File: config.mk
export PLATFORM = sky130hd
export DESIGN_NAME = sop_macrocell_bank
export DESIGN_NICKNAME = d
export VERILOG_FILES = /design/src/rtl/smb_pkg.sv /design/src/rtl/smb_mode_dec.sv /design/src/rtl/smb_cell.sv /design/src/rtl/smb_fb_route.sv /design/src/rtl/sop_macrocell_bank.sv
export SDC_FILE = /design/constraint.sdc
export NUM_CORES = 1
export LEC_CHECK = 0
export BUFFER_PORTS_ARGS = -buffer_cell sky130_fd_sc_hd__buf_2
export CAP_MARGIN = 15
export CORE_MARGIN = 3
export CORE_UTILIZATION = 42
export CTS_CLUSTER_SIZE = 10
export DETAILED_ROUTE_END_ITERATION = 6
export PLACE_DENSITY = 0.87
export SYNTH_ARGS = -nofsm -noshare
export SYNTH_HDL_FRONTEND = slang
export SYNTH_SLANG_ARGS = --single-unit
export TNS_END_PERCENT = 20
File: constraint.sdc
create_clock -name clk -period 2.4 [get_ports clk]
set_clock_uncertainty 0.2 [all_clocks]
set_input_delay 0.24 -clock clk [delete_from_list [all_inputs] [get_ports clk]]
set_output_delay 0.24 -clock clk [all_outputs]
set_load 0.005 [all_outputs]
File: src/rtl/smb_pkg.sv
package smb_pkg;
  typedef enum logic [1:0] {
    MODE_SIMPLE     = 2'd0,
    MODE_COMPLEX    = 2'd1,
    MODE_REGISTERED = 2'd2
  } cell_mode_e;
endpackage

File: src/rtl/smb_mode_dec.sv
module smb_mode_dec
  import smb_pkg::*;
(
  input  logic       cfg_a,
  input  logic       cfg_b,
  output cell_mode_e mode
);
  always_comb begin
    case ({cfg_a, cfg_b})
      2'b11:   mode = MODE_COMPLEX;
      2'b01:   mode = MODE_REGISTERED;
      default: mode = MODE_SIMPLE;   // 10 and the unused 00
    endcase
  end
endmodule

File: src/rtl/smb_cell.sv
module smb_cell
  import smb_pkg::*;
#(
  parameter int NTERM = 8,
  parameter bit INNER = 1'b0
) (
  input  logic             clk,
  input  logic             rst,
  input  cell_mode_e       mode,
  input  logic             pol,
  input  logic             dir,
  input  logic [NTERM-1:0] terms,
  input  logic             oe_pin_n,
  input  logic             pre_en,
  input  logic             pre_d,
  output logic             pad_o,
  output logic             pad_oe,
  output logic             q_n
);
  logic q;
  logic sum_all;
  logic sum_rest;
  logic src;
  logic drv;

  assign sum_all  = |terms;
  assign sum_rest = |terms[NTERM-1:1];

  always_ff @(posedge clk) begin
    if (rst) begin
      q <= 1'b0;
    end else if (pre_en) begin
      q <= pre_d;
    end else if (mode == MODE_REGISTERED && !dir) begin
      q <= sum_all;
    end
  end

  always_comb begin
    src = 1'b0;
    drv = 1'b0;
    case (mode)
      MODE_COMPLEX: begin
        drv = terms[0];
        src = sum_rest;
      end
      MODE_REGISTERED: begin
        if (!dir) begin
          drv = !oe_pin_n;
          src = q;
        end else begin
          drv = terms[0];
          src = sum_rest;
        end
      end
      default: begin
        if (dir && !INNER) begin
          drv = 1'b0;
          src = 1'b0;
        end else begin
          drv = 1'b1;
          src = sum_all;
        end
      end
    endcase
  end

  assign pad_oe = drv;
  assign pad_o  = drv & (pol ? src : !src);
  assign q_n    = !q;
endmodule

File: src/rtl/smb_fb_route.sv
module smb_fb_route
  import smb_pkg::*;
#(
  parameter int NCELL = 8
) (
  input  cell_mode_e       mode,
  input  logic [NCELL-1:0] dir,
  input  logic [NCELL-1:0] q_n,
  input  logic [NCELL-1:0] pad_in,
  input  logic             pin1,
  input  logic             pin11,
  output logic [NCELL-1:0] fb,
  output logic             arr1,
  output logic             arr11
);
  localparam int HALF = NCELL / 2;

  for (genvar i = 0; i < NCELL; i++) begin : g_fb
    logic simple_src;
    logic cplx_src;
    if (i == 0) begin : g_low_edge
      assign simple_src = pin11;
      assign cplx_src   = pin11;
    end else if (i == NCELL - 1) begin : g_high_edge
      assign simple_src = pin1;
      assign cplx_src   = pin1;
    end else if (i < HALF) begin : g_lower
      assign simple_src = pad_in[i-1];
      assign cplx_src   = pad_in[i];
    end else begin : g_upper
      assign simple_src = pad_in[i+1];
      assign cplx_src   = pad_in[i];
    end

    always_comb begin
      case (mode)
        MODE_COMPLEX:    fb[i] = cplx_src;
        MODE_REGISTERED: fb[i] = dir[i] ? pad_in[i] : q_n[i];
        default:         fb[i] = simple_src;
      endcase
    end
  end

  assign arr1  = (mode != MODE_REGISTERED) & pin1;
  assign arr11 = (mode != MODE_REGISTERED) & pin11;
endmodule

File: src/rtl/sop_macrocell_bank.sv
module sop_macrocell_bank
  import smb_pkg::*;
#(
  parameter int NCELL = 8,
  parameter int NTERM = 8
) (
  input  logic                   clk,
  input  logic                   rst,
  input  logic                   cfg_a,
  input  logic                   cfg_b,
  input  logic [NCELL-1:0]       cell_pol,
  input  logic [NCELL-1:0]       cell_dir,
  input  logic [NCELL*NTERM-1:0] pterm,
  input  logic                   pin1_in,
  input  logic                   pin11_in,
  input  logic [NCELL-1:0]       pad_in,
  input  logic                   pre_en,
  input  logic [NCELL-1:0]       pre_data,
  output logic [NCELL-1:0]       pad_out,
  output logic [NCELL-1:0]       pad_oe,
  output logic [NCELL-1:0]       fb,
  output logic                   arr_pin1,
  output logic                   arr_pin11
);
  localparam int HALF = NCELL / 2;

  cell_mode_e       mode;
  logic [NCELL-1:0] q_n;

  smb_mode_dec u_dec (
    .cfg_a (cfg_a),
    .cfg_b (cfg_b),
    .mode  (mode)
  );

  for (genvar i = 0; i < NCELL; i++) begin : g_cell
    smb_cell #(
      .NTERM (NTERM),
      .INNER ((i == HALF - 1) || (i == HALF))
    ) u_cell (
      .clk      (clk),
      .rst      (rst),
      .mode     (mode),
      .pol      (cell_pol[i]),
      .dir      (cell_dir[i]),
      .terms    (pterm[i*NTERM +: NTERM]),
      .oe_pin_n (pin11_in),
      .pre_en   (pre_en),
      .pre_d    (pre_data[i]),
      .pad_o    (pad_out[i]),
      .pad_oe   (pad_oe[i]),
      .q_n      (q_n[i])
    );
  end

  smb_fb_route #(.NCELL(NCELL)) u_route (
    .mode   (mode),
    .dir    (cell_dir),
    .q_n    (q_n),
    .pad_in (pad_in),
    .pin1   (pin1_in),
    .pin11  (pin11_in),
    .fb     (fb),
    .arr1   (arr_pin1),
    .arr11  (arr_pin11)
  );
endmodule

==> summary.txt, run 1 <==
Yosys
  – Largest cells by area after synthesis: dfxtp_1, buf_4, mux2i_1
  – Synthesized Nets: about 330
  – Most numerous cell in the Yosys netlist: nand2_1
  – Top FF cell, synth: dfxtp_1
  – Cell Area, Synth: 1520 µm²
  – Post-synth EDFFs: 0
  – Synthesized flop and latch total: 8
  – Cell count after synthesis: approximately 230
  – Synthesized area per cell: 6.56 µm²
  – YS warnings: 0
  – Share of the synthesized area in the top cell type: between 10% and 20%
  – Most frequent cells after synthesis: nand2_1, buf_4, inv_1, or3_1
  – Largest area contributor in the netlist: dfxtp_1
  – Unique cell type count in the Yosys netlist: 34
  – Asr flop ratio synth: 0%
  – Sequential share of the synthesized area: 10.6%

Clock tree
  – CTS tree: built
  – CTS resizes: 0
  – Root Driver: clkbuf_4
  – H-tree levels: 1
  – CTS Sinks: 8
  – # Post-CTS Setup Buffers: 0
  – Hold_buf cts: 0
  – Clk pin slew, worst setup/hold paths: about 0.070 ns
  – Max Buffers Root-to-Sink: 2
  – Total CTS buffers: 3
  – Clock Latency Late Sink: between 0.2 and 0.3 ns

Setup path
  – Slowest-stage cell, CP: o21a_1
  – Crit path cell chain: buf_2 > buf_4 > o21a_1 > o22ai_1 > nand2_1 > mux2i_1 > buf_2
  – Crit Path Class: in -> out
  – Delay-heaviest family, CP: compound AO/OA/AOI/OAI gates
  – CP dominant cell by count: buf_2
  – WP buf/inv: 3
  – Startpoint types: primary input
  – CP peak stage delay: around 0.27 ns
  – Worst Path Required: 1.96 ns
  – Crit Reg-Reg Startpoint: g_cell[4].u_cell.q$_SDFFE_PP0P_
  – Crit path DAT: around 1.6 ns
  – Worst setup EP type: output pin
  – Flop2flop setup slack: 1.38 ns
  – FF-to-FF path depth: 4
  – Crit Path Max Fanout: 15
  – Reg2reg end: g_cell[4].u_cell.q$_SDFFE_PP0P_

STA
  – Worst Hold Margin: 0.0257 ns
  – Unrepaired setup endpoints after global routing: false
  – Slew margin rel.: between 70% and 80%
  – Fin crit period: approximately 2.1 ns
  – Fin. max-slew vios: 0
  – Fmax: roughly 0.49 GHz
  – Final TNS setup: 0 ns
  – Worst-margin pin slew: just over 0.4 ns
  – Fin. Hold Viols: 0
  – Count of final setup violators: 0
  – Period Utilization, post-route: a little under nine tenths

Detailed routing
  – Via density: ~5.3
  – Residual DRC count: 0
  – Initial drt markers: between 80 and 90
  – WL per Instance: ~12 µm
  – DR pass1 iterations: 4
  – Final wirelength: around 4700 µm
  – Via Count: 2006
  – ANT nets after route: 0

Final layout
  – Layout cells sized above 1: a little over two fifths
  – Fillers: approximately 320
  – Layout Cells excl Fill: around 380
  – Antenna diodes: 0
  – Area grow syn2layout: 35.8%
  – Largest registers: g_cell.u_cell.q x8
  – Max reg flops: 8
  – Top reg by flops: g_cell.u_cell.q
  – Final instance area: slightly above 2000 µm²
  – Final net count: 437

GRT
  – Initial antenna violation count: 0
  – Pin count of the biggest net entering global routing: 20
  – Tot GR Track Use: 21.0%
  – First-pass GRT wire length: 7400 µm
  – Vias in the first global route: roughly 1.8k
  – Congestion Overflow GR: 0

Min path
  – Hold Path Sink: g_cell[3].u_cell.q$_SDFFE_PP0P_
  – Hold_sp: pre_data[3]
  – HP Class: in -> reg
  – WHS Path Cells: 3

Placement
  – GP Congestion: between 0.8 and 0.9
  – Post-DP HPWL: a little under 4000 µm
  – Port Buf Inserts: ~130
  – Placed inst area: just over 2000 µm²
  – Dpl cells: about 380

Pwr
  – LEAKAGE: about 1.0 nW
  – Worst vdd ir: about 0.16 mV
  – Power per cell area: roughly 280 nW/µm²

Run status
  – Status: finished clean

Floorplanning
  – Core ar.: about 3400 µm²
  – # rows: 21
  – IO Pins: 129
  – Die width: approximately 66 µm
  – Die area: about 4400 µm²
  – Initial Util: 44.4%
  – Die Y: 66.1 µm

Job
  – Max_cap viols: 0
==> kinds of logic after synthesis <==
| kind of cell | after synthesis | share of synthesized area [%] |
|---|---|---|
| xor+xnor | 2 | 1.16 |
| buf+inv | 50 | 17.9 |
| mux | 12 | 7.92 |
| flops | 8 | 10.6 |
| compound gates | 60 | 27.3 |
| simple gates | 99 | 35.1 |
==> final cells by class <==
cell class | instances | area, µm² | area share (%)
inverters | 15 | 56.3 | 2.73
well taps | 46 | 57.6 | 2.79
clock buffers | 3 | 22.5 | 1.09
repair buffers | 133 | 678 | 32.9
multi-input cells | 173 | 1080 | 52.7
flip-flops and latches | 8 | 160 | 7.78
==> worst max-delay path by stage <==
stage	startpoint	cells past startpoint	end
6_report	cfg_a	7	pad_out[2]
5_1_grt	cfg_a	7	pad_out[2]
4_1_cts	cfg_a	7	pad_out[2]
3_5_place_dp	cfg_a	7	pad_out[2]
3_3_place_gp	cfg_b	7	pad_out[7]
2_1_floorplan	cfg_a	7	pad_out[1]
==> power by group <==
| group | internal, mW | total (mW) | switching (mW) |
|---|---|---|---|
| clock | 0.0577 | 0.112 | 0.0539 |
| combinational | 0.163 | 0.312 | 0.148 |
| sequential | 0.141 | 0.149 | 0.00719 |
| total | 0.363 | 0.572 | 0.209 |
==> per-layer routing <==
metal / share of wire [%] / GRT usage [%]
met1: 41 / 26.0
met2: 50 / 37.1
met5: 0 / 0
met3: 8.0 / 2.38
met4: 1.0 / 7.11
==> worst register-to-register path, cell delays in order, from the launching register on <==
cell and delay [ns]:
dfxtp_1 0.34, inv_1 0.05, a21oi_1 0.13, o31ai_1 0.10, a21oi_1 0.14
==> layout by cell type, fill, tap and decap left out, types with 2 or more instances in the layout <==
cell / netlist / final
dfxtp_1: 8 / 8
buf_4: 17 / 5
or3_1: 15 / 15
o31ai_1: 2 / 2
nor4_1: 8 / 8
nor3_1: 8 / 8
o21ai_0: 8 / 8
buf_2: 4 / 128
o221ai_1: 5 / 5
xnor2_1: 2 / 2
nand2b_1: 14 / 14
or3b_4: 2 / 2
nor4b_1: 4 / 4
a21oi_1: 13 / 13
clkbuf_4: 0 / 3
a32o_1: 5 / 5
a31oi_1: 6 / 6
nor2_1: 14 / 14
mux2i_1: 12 / 12
nand2_1: 27 / 27
o22ai_1: 12 / 12
and2_1: 4 / 4
o21bai_1: 2 / 2
o311ai_0: 2 / 2
inv_1: 15 / 15
a41oi_2: 2 / 2
==> metrics by stage <==
step | power (mW) | setup slack [ns] | utilization (%)
after floorplan | 0.351 | 0.564 | -
after global placement | 0.455 | 0.441 | 59.6
after detailed placement | 0.464 | 0.383 | 59.6
after CTS | 0.578 | 0.382 | 60.3
after global routing | 0.622 | 0.234 | 60.3
final | 0.572 | 0.348 | 60.3
No activity file was read; power rests on OpenSTA's default activity.
==> run 2, diff against run 1 <==
--- a/config.mk
+++ b/config.mk
@@ -9,6 +9,7 @@
 export CAP_MARGIN = 15
 export CORE_MARGIN = 3
 export CORE_UTILIZATION = 42
+export CTS_BUF_LIST = sky130_fd_sc_hd__clkbuf_16
 export CTS_CLUSTER_SIZE = 10
 export DETAILED_ROUTE_END_ITERATION = 6
 export PLACE_DENSITY = 0.87
==> run 2 against run 1 <==
  * Hold slack better by 0.031 ns
  * Flip-flop and latch count stayed put
  * Count of clock-buffer cells in the layout did not move
  * Via count fell by 0.70%
  * Non-clock buffer count stayed put
  * Worst setup slack worse by 0.0026 ns
  * Fmax is 0.13% lower
  * Critical path type unchanged
  * Highest routed layer unchanged
==> summary.txt, run 2 (same netlist as run 1, synthesis figures left out) <==
Final layout
  – Top reg by flops: g_cell.u_cell.q
  – Layout cells sized above 1: between 40% and 50%
  – Final net count: ~440
  – Largest registers: g_cell.u_cell.q x8
  – Antenna diodes: 0
  – Commonest cells after routing, fill and taps aside: buf_2, nand2_1, inv_1, or3_1
  – Final instance area: approximately 2100 µm²
  – Layout Cells excl Fill: 378
  – Area grow syn2layout: 39.3%
  – Commonest non-fill, non-tap cell in the layout: buf_2
  – Max reg flops: 8

STA
  – Period Utilization, post-route: 85.6%
  – Fin. max-slew vios: 0
  – Worst-margin pin slew: ~0.42 ns
  – Final TNS setup: 0 ns
  – Count of final setup violators: 0
  – Slew margin rel.: a little over 70%
  – Fmax: a little under 0.5 GHz
  – Fin. Hold Viols: 0
  – Fin crit period: between 2 and 2.5 ns
  – Unrepaired setup endpoints after global routing: false

Detailed routing
  – DR pass1 iterations: 4
  – Via density: roughly 5.3
  – Initial drt markers: between 100 and 150
  – Top routing layer used: met4
  – Metal-1 WL: 1930 µm
  – ANT nets after route: 0
  – Final wirelength: between 4000 and 5000 µm
  – DR WL met3: approximately 380 µm
  – WL per Instance: around 12 µm
  – Residual DRC count: 0
  – Met2 wire length: 2350 µm
  – Via Count: ~2.0k

Pwr
  – Comb power frac: 41.8%
  – Internal power: 0.521 mW
  – Clock share of power: a little under two fifths
  – LEAKAGE: roughly 1 nW
  – P_sw: 0.226 mW
  – Part of the power in registers: between 20% and 30%
  – Switching portion of total power: 30.2%
  – Worst vdd ir: about 0.31 mV
  – Power per cell area: 354 nW/µm²
  – Total power: about 0.75 mW

GRT
  – Congestion Overflow GR: 0
  – Initial antenna violation count: 0
  – Pin count of the biggest net entering global routing: 20
  – Vias in the first global route: 1760
  – Tot GR Track Use: between 20% and 30%
  – First-pass GRT wire length: ~7400 µm

Setup path
  – Crit Path Class: in -> out
  – Crit path capture: pad_out[2]
  – Crit Reg-Reg Startpoint: g_cell[4].u_cell.q$_SDFFE_PP0P_
  – Crit path launch: cfg_a
  – Worst setup EP type: output pin
  – FF-to-FF path depth: 4
  – Worst Path Required: between 1.5 and 2 ns
  – Reg2reg end: g_cell[4].u_cell.q$_SDFFE_PP0P_
  – Crit path DAT: 1.61 ns
  – Crit Path Max Fanout: 15
  – Flop2flop setup slack: around 1.4 ns
  – Startpoint types: primary input

Clock tree
  – Total CTS buffers: 3
  – Max Buffers Root-to-Sink: 2
  – Root Driver: clkbuf_16
  – H-tree levels: 1
  – CTS resizes: 0
  – CTS Sinks: 8
  – Clk pin slew, worst setup/hold paths: ~0.040 ns
  – Hold_buf cts: 0
  – Clock Latency Late Sink: about 0.23 ns
  – # Post-CTS Setup Buffers: 0
  – CTS tree: built

Min path
  – HP Class: in -> reg
  – Hold_sp: pre_data[3]

Placement
  – Placed inst area: ~2000 µm²
  – Post-DP HPWL: 3920 µm
  – Port Buf Inserts: roughly 130
  – GP Congestion: 0.836
  – Dpl cells: roughly 380

Floorplanning
  – # rows: 21
  – IO Pins: 129
  – Die area: 4370 µm²
  – Initial Util: around 44%
  – Die Y: about 66 µm
  – Die width: between 60 and 70 µm
  – Core ar.: 3420 µm²

Run status
  – Status: finished clean

Job
  – Max_cap viols: 0
-- run 2: cell types whose count changed in the layout (fill, tap and decap cells not counted) --
cell and change:
clkbuf_16 +3, clkbuf_4 -3
-- run 2: critical path, stage by stage --
cell and delay (ns):
buf_2 0.17, buf_4 0.19, o21a_1 0.27, o22ai_1 0.26
nand2_1 0.11, mux2i_1 0.21, buf_2 0.16
-- run 2: stage by stage --
stage               worst slack (ns)  hold WS, ns  util [%]
CTS                            0.382       0.0574      61.8
global placement               0.441        0.292      59.6
finish                         0.345       0.0568      61.8
detailed placement             0.383        0.298      59.6
floorplan                      0.564        0.185         -
global route                   0.234       0.0674      61.8
-- run 2: power groups by stage --
stage                     registers (mW)  clock network [mW]  logic [mW]
final                              0.150               0.286       0.312
after global routing               0.151               0.295       0.351
after CTS                          0.149               0.289       0.313
after detailed placement           0.152                   0       0.312
after global placement             0.151                   0       0.304
after floorplan                    0.150                   0       0.201
-- run 2: layout make-up --
class,count,area (µm²)
repair buffers,133,678
well taps,46,57.6
multi-input cells,173,1080
flip-flops and latches,8,160
fillers,316,1300
clock buffers,3,75.1
inverters,15,56.3
-- run 2: worst min-delay path by stage --
stage / endpoint / slack (ns) / cells after the start
2_1_floorplan: g_cell[3].u_cell.q$_SDFFE_PP0P_ / 0.18 / 2
3_5_place_dp: g_cell[3].u_cell.q$_SDFFE_PP0P_ / 0.30 / 3
3_3_place_gp: g_cell[3].u_cell.q$_SDFFE_PP0P_ / 0.29 / 3
6_report: g_cell[3].u_cell.q$_SDFFE_PP0P_ / 0.06 / 3
4_1_cts: g_cell[3].u_cell.q$_SDFFE_PP0P_ / 0.06 / 3
5_1_grt: g_cell[6].u_cell.q$_SDFFE_PP0P_ / 0.07 / 3
-- run 2: per-layer routing --
layer  global-route usage, %  vias up
li1                        -     1023
met1                    26.1      874
met2                    37.1       89
met3                    1.87        6
met4                    6.35        0
met5                       0        -
